$ cat config.mk
export PLATFORM = sky130hd
export DESIGN_NAME = joinable_fifo_pair
export DESIGN_NICKNAME = d
export VERILOG_FILES = /design/src/rtl/jfp_pkg.sv /design/src/rtl/jfp_ring_ctrl.sv /design/src/rtl/jfp_store.sv /design/src/rtl/joinable_fifo_pair.sv
export SDC_FILE = /design/constraint.sdc
export NUM_CORES = 1
export LEC_CHECK = 0
export BUFFER_PORTS_ARGS = -buffer_cell sky130_fd_sc_hd__buf_2
export CELL_PAD_IN_SITES_DETAIL_PLACEMENT = 1
export CELL_PAD_IN_SITES_GLOBAL_PLACEMENT = 1
export CORE_MARGIN = 2
export CORE_UTILIZATION = 52
export DETAILED_ROUTE_END_ITERATION = 10
export GPL_TIMING_DRIVEN = 0
export PLACE_DENSITY_LB_ADDON = 0.15
export SYNTH_ARGS = -nofsm -noshare
export SYNTH_HDL_FRONTEND = slang
export SYNTH_SLANG_ARGS = --single-unit
$ cat constraint.sdc
create_clock -name clk -period 17.6 [get_ports clk]
set_input_delay 3.52 -clock clk [delete_from_list [all_inputs] [get_ports clk]]
set_output_delay 3.52 -clock clk [all_outputs]
set_load 0.01 [all_outputs]
$ cat src/rtl/jfp_pkg.sv
package jfp_pkg;

    typedef enum logic [1:0] {
        MODE_SPLIT = 2'd0,
        MODE_TXDEEP = 2'd1,
        MODE_RXDEEP = 2'd2
    } mode_e;

    // both bits set is treated as the split mode
    function automatic mode_e decode_join(input logic [1:0] sel);
        case (sel)
            2'b01:   return MODE_TXDEEP;
            2'b10:   return MODE_RXDEEP;
            default: return MODE_SPLIT;
        endcase
    endfunction

    typedef struct packed {
        logic full;
        logic empty;
    } qflags_t;

endpackage

$ cat src/rtl/jfp_ring_ctrl.sv
module jfp_ring_ctrl #(
    parameter int TOTAL = 8,
    localparam int AW = $clog2(TOTAL),
    localparam int CW = $clog2(TOTAL + 1)
) (
    input  logic          clk,
    input  logic          rst,
    input  logic          flush,
    input  logic [CW-1:0] cap,
    input  logic          push,
    input  logic          pop,
    output logic          push_acc,
    output logic          pop_acc,
    output logic [AW-1:0] wr_idx,
    output logic [AW-1:0] rd_idx,
    output jfp_pkg::qflags_t flags
);

    logic [CW-1:0] level;

    function automatic logic [AW-1:0] advance(input logic [AW-1:0] p, input logic [CW-1:0] c);
        if (CW'(p) + CW'(1) >= c) return '0;
        return p + AW'(1);
    endfunction

    assign flags.full  = (level == cap);
    assign flags.empty = (level == '0);
    assign push_acc    = push && !flags.full && !flush;
    assign pop_acc     = pop && !flags.empty && !flush;

    always_ff @(posedge clk) begin
        if (rst || flush) begin
            level  <= '0;
            wr_idx <= '0;
            rd_idx <= '0;
        end else begin
            if (push_acc) wr_idx <= advance(wr_idx, cap);
            if (pop_acc)  rd_idx <= advance(rd_idx, cap);
            level <= level + CW'(push_acc) - CW'(pop_acc);
        end
    end

    AST_LEVEL_BOUND: assert property (@(posedge clk) disable iff (rst) level <= cap);
    AST_SAME_LEVEL: assert property (@(posedge clk) disable iff (rst)
        (push_acc && pop_acc) |=> $stable(level));
    AST_IDX_RANGE: assert property (@(posedge clk) disable iff (rst)
        (cap != '0) |-> (CW'(rd_idx) < cap && CW'(wr_idx) < cap));

endmodule

$ cat src/rtl/jfp_store.sv
module jfp_store #(
    parameter int WIDTH = 32,
    parameter int TOTAL = 8,
    localparam int AW = $clog2(TOTAL)
) (
    input  logic             clk,
    input  logic             rst,
    input  logic             we_a,
    input  logic [AW-1:0]    wa_a,
    input  logic [WIDTH-1:0] wd_a,
    input  logic             we_b,
    input  logic [AW-1:0]    wa_b,
    input  logic [WIDTH-1:0] wd_b,
    input  logic [AW-1:0]    ra_a,
    input  logic [AW-1:0]    ra_b,
    output logic [WIDTH-1:0] rd_a,
    output logic [WIDTH-1:0] rd_b
);

    logic [WIDTH-1:0] cells [TOTAL];

    always_ff @(posedge clk) begin
        if (we_a) cells[wa_a] <= wd_a;
        if (we_b) cells[wa_b] <= wd_b;
    end

    assign rd_a = cells[ra_a];
    assign rd_b = cells[ra_b];

    AST_PORT_CLASH: assert property (@(posedge clk) disable iff (rst)
        !(we_a && we_b && wa_a == wa_b));

endmodule

$ cat src/rtl/joinable_fifo_pair.sv
module joinable_fifo_pair #(
    parameter int WIDTH = 32,
    parameter int HALF_DEPTH = 4
) (
    input  logic             clk,
    input  logic             rst,
    input  logic [1:0]       join_sel,
    input  logic             sys_wr_en,
    input  logic [WIDTH-1:0] sys_wr_data,
    input  logic             sys_rd_en,
    output logic [WIDTH-1:0] sys_rd_data,
    input  logic             eng_pull_req,
    output logic [WIDTH-1:0] eng_osr,
    output logic             eng_pull_stall,
    input  logic             eng_push_req,
    input  logic [WIDTH-1:0] eng_push_data,
    output logic             eng_push_stall,
    output logic             tx_full,
    output logic             tx_empty,
    output logic             rx_full,
    output logic             rx_empty,
    output logic             tx_overflow,
    output logic             rx_underflow
);
    import jfp_pkg::*;

    localparam int TOTAL = 2 * HALF_DEPTH;
    localparam int AW = $clog2(TOTAL);
    localparam int CW = $clog2(TOTAL + 1);
    localparam logic [CW-1:0] CAP_HALF = CW'(HALF_DEPTH);
    localparam logic [CW-1:0] CAP_ALL  = CW'(TOTAL);

    mode_e mode_q, mode_d;
    logic  chg;
    logic [CW-1:0] tx_cap, rx_cap;
    logic [AW-1:0] rx_base;
    logic [AW-1:0] tx_wi, tx_ri, rx_wi, rx_ri;
    logic tx_push_acc, tx_pop_acc, rx_push_acc, rx_pop_acc;
    logic [WIDTH-1:0] tx_head, rx_head;
    qflags_t tx_fl, rx_fl;

    assign mode_d = decode_join(join_sel);
    assign chg    = (mode_d != mode_q);

    always_comb begin
        unique case (mode_q)
            MODE_TXDEEP: begin tx_cap = CAP_ALL;  rx_cap = '0;       rx_base = '0; end
            MODE_RXDEEP: begin tx_cap = '0;       rx_cap = CAP_ALL;  rx_base = '0; end
            default:     begin tx_cap = CAP_HALF; rx_cap = CAP_HALF; rx_base = AW'(HALF_DEPTH); end
        endcase
    end

    always_ff @(posedge clk) begin
        if (rst) mode_q <= MODE_SPLIT;
        else     mode_q <= mode_d;
    end

    jfp_ring_ctrl #(.TOTAL(TOTAL)) u_tx_ctrl (
        .clk(clk), .rst(rst), .flush(chg), .cap(tx_cap),
        .push(sys_wr_en), .pop(eng_pull_req),
        .push_acc(tx_push_acc), .pop_acc(tx_pop_acc),
        .wr_idx(tx_wi), .rd_idx(tx_ri), .flags(tx_fl)
    );

    jfp_ring_ctrl #(.TOTAL(TOTAL)) u_rx_ctrl (
        .clk(clk), .rst(rst), .flush(chg), .cap(rx_cap),
        .push(eng_push_req), .pop(sys_rd_en),
        .push_acc(rx_push_acc), .pop_acc(rx_pop_acc),
        .wr_idx(rx_wi), .rd_idx(rx_ri), .flags(rx_fl)
    );

    jfp_store #(.WIDTH(WIDTH), .TOTAL(TOTAL)) u_store (
        .clk(clk), .rst(rst),
        .we_a(tx_push_acc), .wa_a(tx_wi), .wd_a(sys_wr_data),
        .we_b(rx_push_acc), .wa_b(rx_base + rx_wi), .wd_b(eng_push_data),
        .ra_a(tx_ri), .ra_b(rx_base + rx_ri),
        .rd_a(tx_head), .rd_b(rx_head)
    );

    assign tx_full  = tx_fl.full;
    assign tx_empty = tx_fl.empty;
    assign rx_full  = rx_fl.full;
    assign rx_empty = rx_fl.empty;

    assign sys_rd_data    = rx_fl.empty ? '0 : rx_head;
    assign eng_pull_stall = eng_pull_req && tx_fl.empty;
    assign eng_push_stall = eng_push_req && rx_fl.full;

    always_ff @(posedge clk) begin
        if (rst) begin
            eng_osr      <= '0;
            tx_overflow  <= 1'b0;
            rx_underflow <= 1'b0;
        end else begin
            if (tx_pop_acc) eng_osr <= tx_head;
            if (sys_wr_en && tx_fl.full && !chg) tx_overflow <= 1'b1;
            if (sys_rd_en && rx_fl.empty && !chg) rx_underflow <= 1'b1;
        end
    end

    AST_STALL_NO_STORE: assert property (@(posedge clk) disable iff (rst)
        eng_push_stall |-> !rx_push_acc);
    AST_FLUSH_EMPTY: assert property (@(posedge clk) disable iff (rst)
        chg |=> (tx_empty && rx_empty));
    AST_ZERO_CAP_RX: assert property (@(posedge clk) disable iff (rst)
        (mode_q == MODE_TXDEEP) |-> (rx_full && rx_empty));
    AST_ZERO_CAP_TX: assert property (@(posedge clk) disable iff (rst)
        (mode_q == MODE_RXDEEP) |-> (tx_full && tx_empty));
    AST_OSR_HOLD: assert property (@(posedge clk) disable iff (rst)
        !tx_pop_acc |=> $stable(eng_osr));
    AST_OVF_STICKY: assert property (@(posedge clk) disable iff (rst)
        $past(tx_overflow) |-> tx_overflow);
    AST_UNF_STICKY: assert property (@(posedge clk) disable iff (rst)
        $past(rx_underflow) |-> rx_underflow);

endmodule

==> flow_summary.json <==
{
  "status": "finished clean",
  "synth_edf_count": 256,
  "r2r_slack_ps": 13790,
  "synth_ff_type": "edfxtp_1",
  "layout.nets": 1457,
  "cts_tree": "yes",
  "cts_buffers": 36,
  "seq_area_frac_synth": 0.508,
  "overflow": 0,
  "power_frac_seq": 0.478,
  "fin_crit_ps": 7460,
  "crit_arrival_ps": 3940,
  "async_reset_ff_frac": 0,
  "dieArea_um2": 34800,
  "area_growth_pct": 16.3,
  "holdBufCountCts": 0,
  "detail_route.vias_per_cell": 6.45,
  "htree_num_levels": 2,
  "die_h_um": 187,
  "min_period_over_period": 0.424,
  "clk_path_buf_depth": 3,
  "ant_nets": 0,
  "finClkSkew_ps": 32.0,
  "p_leak_nw": 6.87,
  "core_um2": 32700,
  "vdd_drop_max_mv": 0.0798,
  "ys_types": 46,
  "ys_seq_elements": 312,
  "drive_above_1_share": 0.457,
  "power_frac_comb": 0.093,
  "rr_worst_depth": 13,
  "fin_tns_setup_ps": 0,
  "grt_max_degree": 21,
  "critPathRequiredTime_ps": 14080,
  "hold_viol": 0,
  "cts_root_buf": "clkbuf_16",
  "yosys_warnings": 0,
  "wl_per_cell_um": 29.7,
  "clkPwrFrac": 0.429,
  "gp_congestion": 0.786,
  "numClockSinks": 312,
  "rsz0062_at_grt": "no",
  "hold_depth": 2,
  "grt_pass1_wl_um": 81200,
  "track_usage": 0.315,
  "maxCapViolCount": 0,
  "whs_endpoint": "rx_underflow",
  "antenna_found_initial": 4,
  "fp-row-count": 66,
  "start_util": 0.530,
  "cp_max_fo": 7,
  "final-setup-viol-count": 0,
  "hold_path.startpoint": "rx_underflow",
  "slew-limit-headroom": 0.259,
  "dieWidth_um": 187,
  "cts.clk_slew.worst_paths_ps": 60,
  "drt_iter0_markers": 1006,
  "grt_pass1_vias": 12900,
  "io_pins": 144,
  "reg2reg_to": "u_store.cells[0][17]",
  "insertion_delay_ps": 550,
  "rr_startpoint": "mode_q[0]",
  "worstSetupPathType": "in -> out",
  "worst_pin_slew_ps": 1110,
  "internal-power_mw": 1.31,
  "critPathCaptureType": "primary output",
  "switching_share": 0.236,
  "post-route-util": 0.617,
  "slew_violations": 0,
  "wl_um": 54400,
  "num_vias": 11800,
  "power.switching_mw": 0.406,
  "portBuffers": 143,
  "cp-start-kind": "input pin",
  "p_per_area_nw_per_um2": 85.3,
  "post_cts_buffers": 0,
  "syn-cell-area_um2": 17300,
  "hold_path_class": "reg -> reg",
  "syn_nets": 1257,
  "fmax_mhz": 134,
  "dp_hpwl_um": 36500,
  "firstDrtPassIters": 5,
  "post_cts_resized": 0,
  "syn_avg_cell_area_um2": 15.0,
  "drc": 0,
  "syn_inst": 1159
}
## routing by layer
metal | wire length (um) | GRT usage | up-vias
met2 | 27200 | 0.536 | 572
met1 | 21100 | 0.404 | 6094
li1 | - | - | 5006
met4 | 2080 | 0.123 | 4
met5 | 23 | 0 | -
met3 | 4000 | 0.0523 | 141
## registers in the layout, indices dropped and copies added (netlist names), 3 cells and up
signal and count:
u_rx_ctrl.level 4, u_tx_ctrl.rd_idx 3, u_rx_ctrl.wr_idx 3, eng_osr 32, u_tx_ctrl.level 4, u_store.cells 256, u_rx_ctrl.rd_idx 3, u_tx_ctrl.wr_idx 3
## worst max-delay path by stage
stage,startpoint,to,slack [ps],depth (start not counted)
after floorplan,join_sel[0],u_store.cells[0][0],9350,5
after global placement,join_sel[0],u_store.cells[0][18],5030,6
after detailed placement,eng_push_req,eng_push_stall,10140,3
after CTS,eng_push_req,eng_push_stall,10140,3
after global routing,eng_push_req,eng_push_stall,10110,3
final,eng_push_req,eng_push_stall,10140,3
## synth_stat cells (2+ instances only)
library cell,number,area (um^2)
buf_1,5,18.8
mux2_2,237,2670
nor2_1,49,184
and2_1,5,31.3
a211oi_1,34,255
mux4_2,128,2880
nand2_1,84,315
and3_1,4,25.0
mux2i_1,33,330
o31ai_1,7,52.6
a31oi_1,2,12.5
mux2_1,19,214
nand2b_1,3,18.8
dfxtp_1,56,1120
a21oi_1,42,210
nand3_2,2,20.0
nand3_1,7,35.0
a21o_1,2,15.0
xor2_1,8,70.1
nor3b_1,5,37.5
nor2b_1,4,25.0
inv_1,18,67.6
o21ai_0,9,45.0
ha_1,24,300
nand4b_1,2,17.5
buf_2,40,200
clkbuf_1,40,150
o41ai_1,2,17.5
edfxtp_1,256,7690
nand3b_1,6,45.0
a311oi_1,2,17.5
xnor2_1,9,78.8
fa_1,2,40.0
## power by group through the flow
stage	Clock [mW]	Combinational, mW	Sequential (mW)
2_1_floorplan	0	0.0928	0.837
3_3_place_gp	0	0.146	0.839
3_5_place_dp	0	0.157	0.838
4_1_cts	0.743	0.159	0.822
5_1_grt	0.771	0.173	0.823
6_report	0.738	0.160	0.822
## critical path: stages
cell	delay (ps)
buf_2	140
and2_1	140
buf_2	130
## layout by cell type (no fill, tap or decap), drive strengths merged, types with 4 or more instances in the layout
cell type and instances:
edfxtp 256, mux2 256, buf 207, mux4 128, clkbuf 100, nand2 84, dfxtp 56, nor2 50
a21oi 42, a211oi 35, mux2i 33, ha 24, inv 18, xnor2 9, nand3 9, o21ai 9
xor2 8, o31ai 7, nand3b 6, clkinv 6, and2 5, nor3b 5, nor2b 4, and3 4
## through the flow
stage	cells	setup slack, ps	area, um^2	hold WS (ps)	power [mW]
after floorplan	1159	9350	17300	489	0.930
after global placement	1744	5030	18600	445	0.985
after detailed placement	1763	10140	19000	470	0.995
after CTS	1829	10140	20200	484	1.72
after global routing	1831	10110	20200	510	1.77
final	1831	10140	20200	487	1.72
## cells by family (layout without fill, tap and decap cells)
kind of cell,count (synthesis),in the layout,share of synthesized area
compound gates,105,105,0.0390
xor+xnor,17,17,0.00858
fa+ha+maj,26,26,0.0196
buf+inv,103,331,0.0252
flops,312,312,0.508
mux,417,417,0.351
other cells,0,2,0
simple gates,179,179,0.0483
## cell type report
cell class | instances | area (um^2)
Fill cell | 3144 | 12500
Timing Repair Buffer | 162 | 1020
Tap cell | 442 | 553
Sequential cell | 312 | 8810
Clock buffer | 60 | 1100
Inverter | 18 | 67.6
Buffer | 85 | 369
Antenna cell | 2 | 5.00
Clock inverter | 6 | 40.0
Multi-Input combinational cell | 744 | 8200
Power figures use the tool's default switching activity.
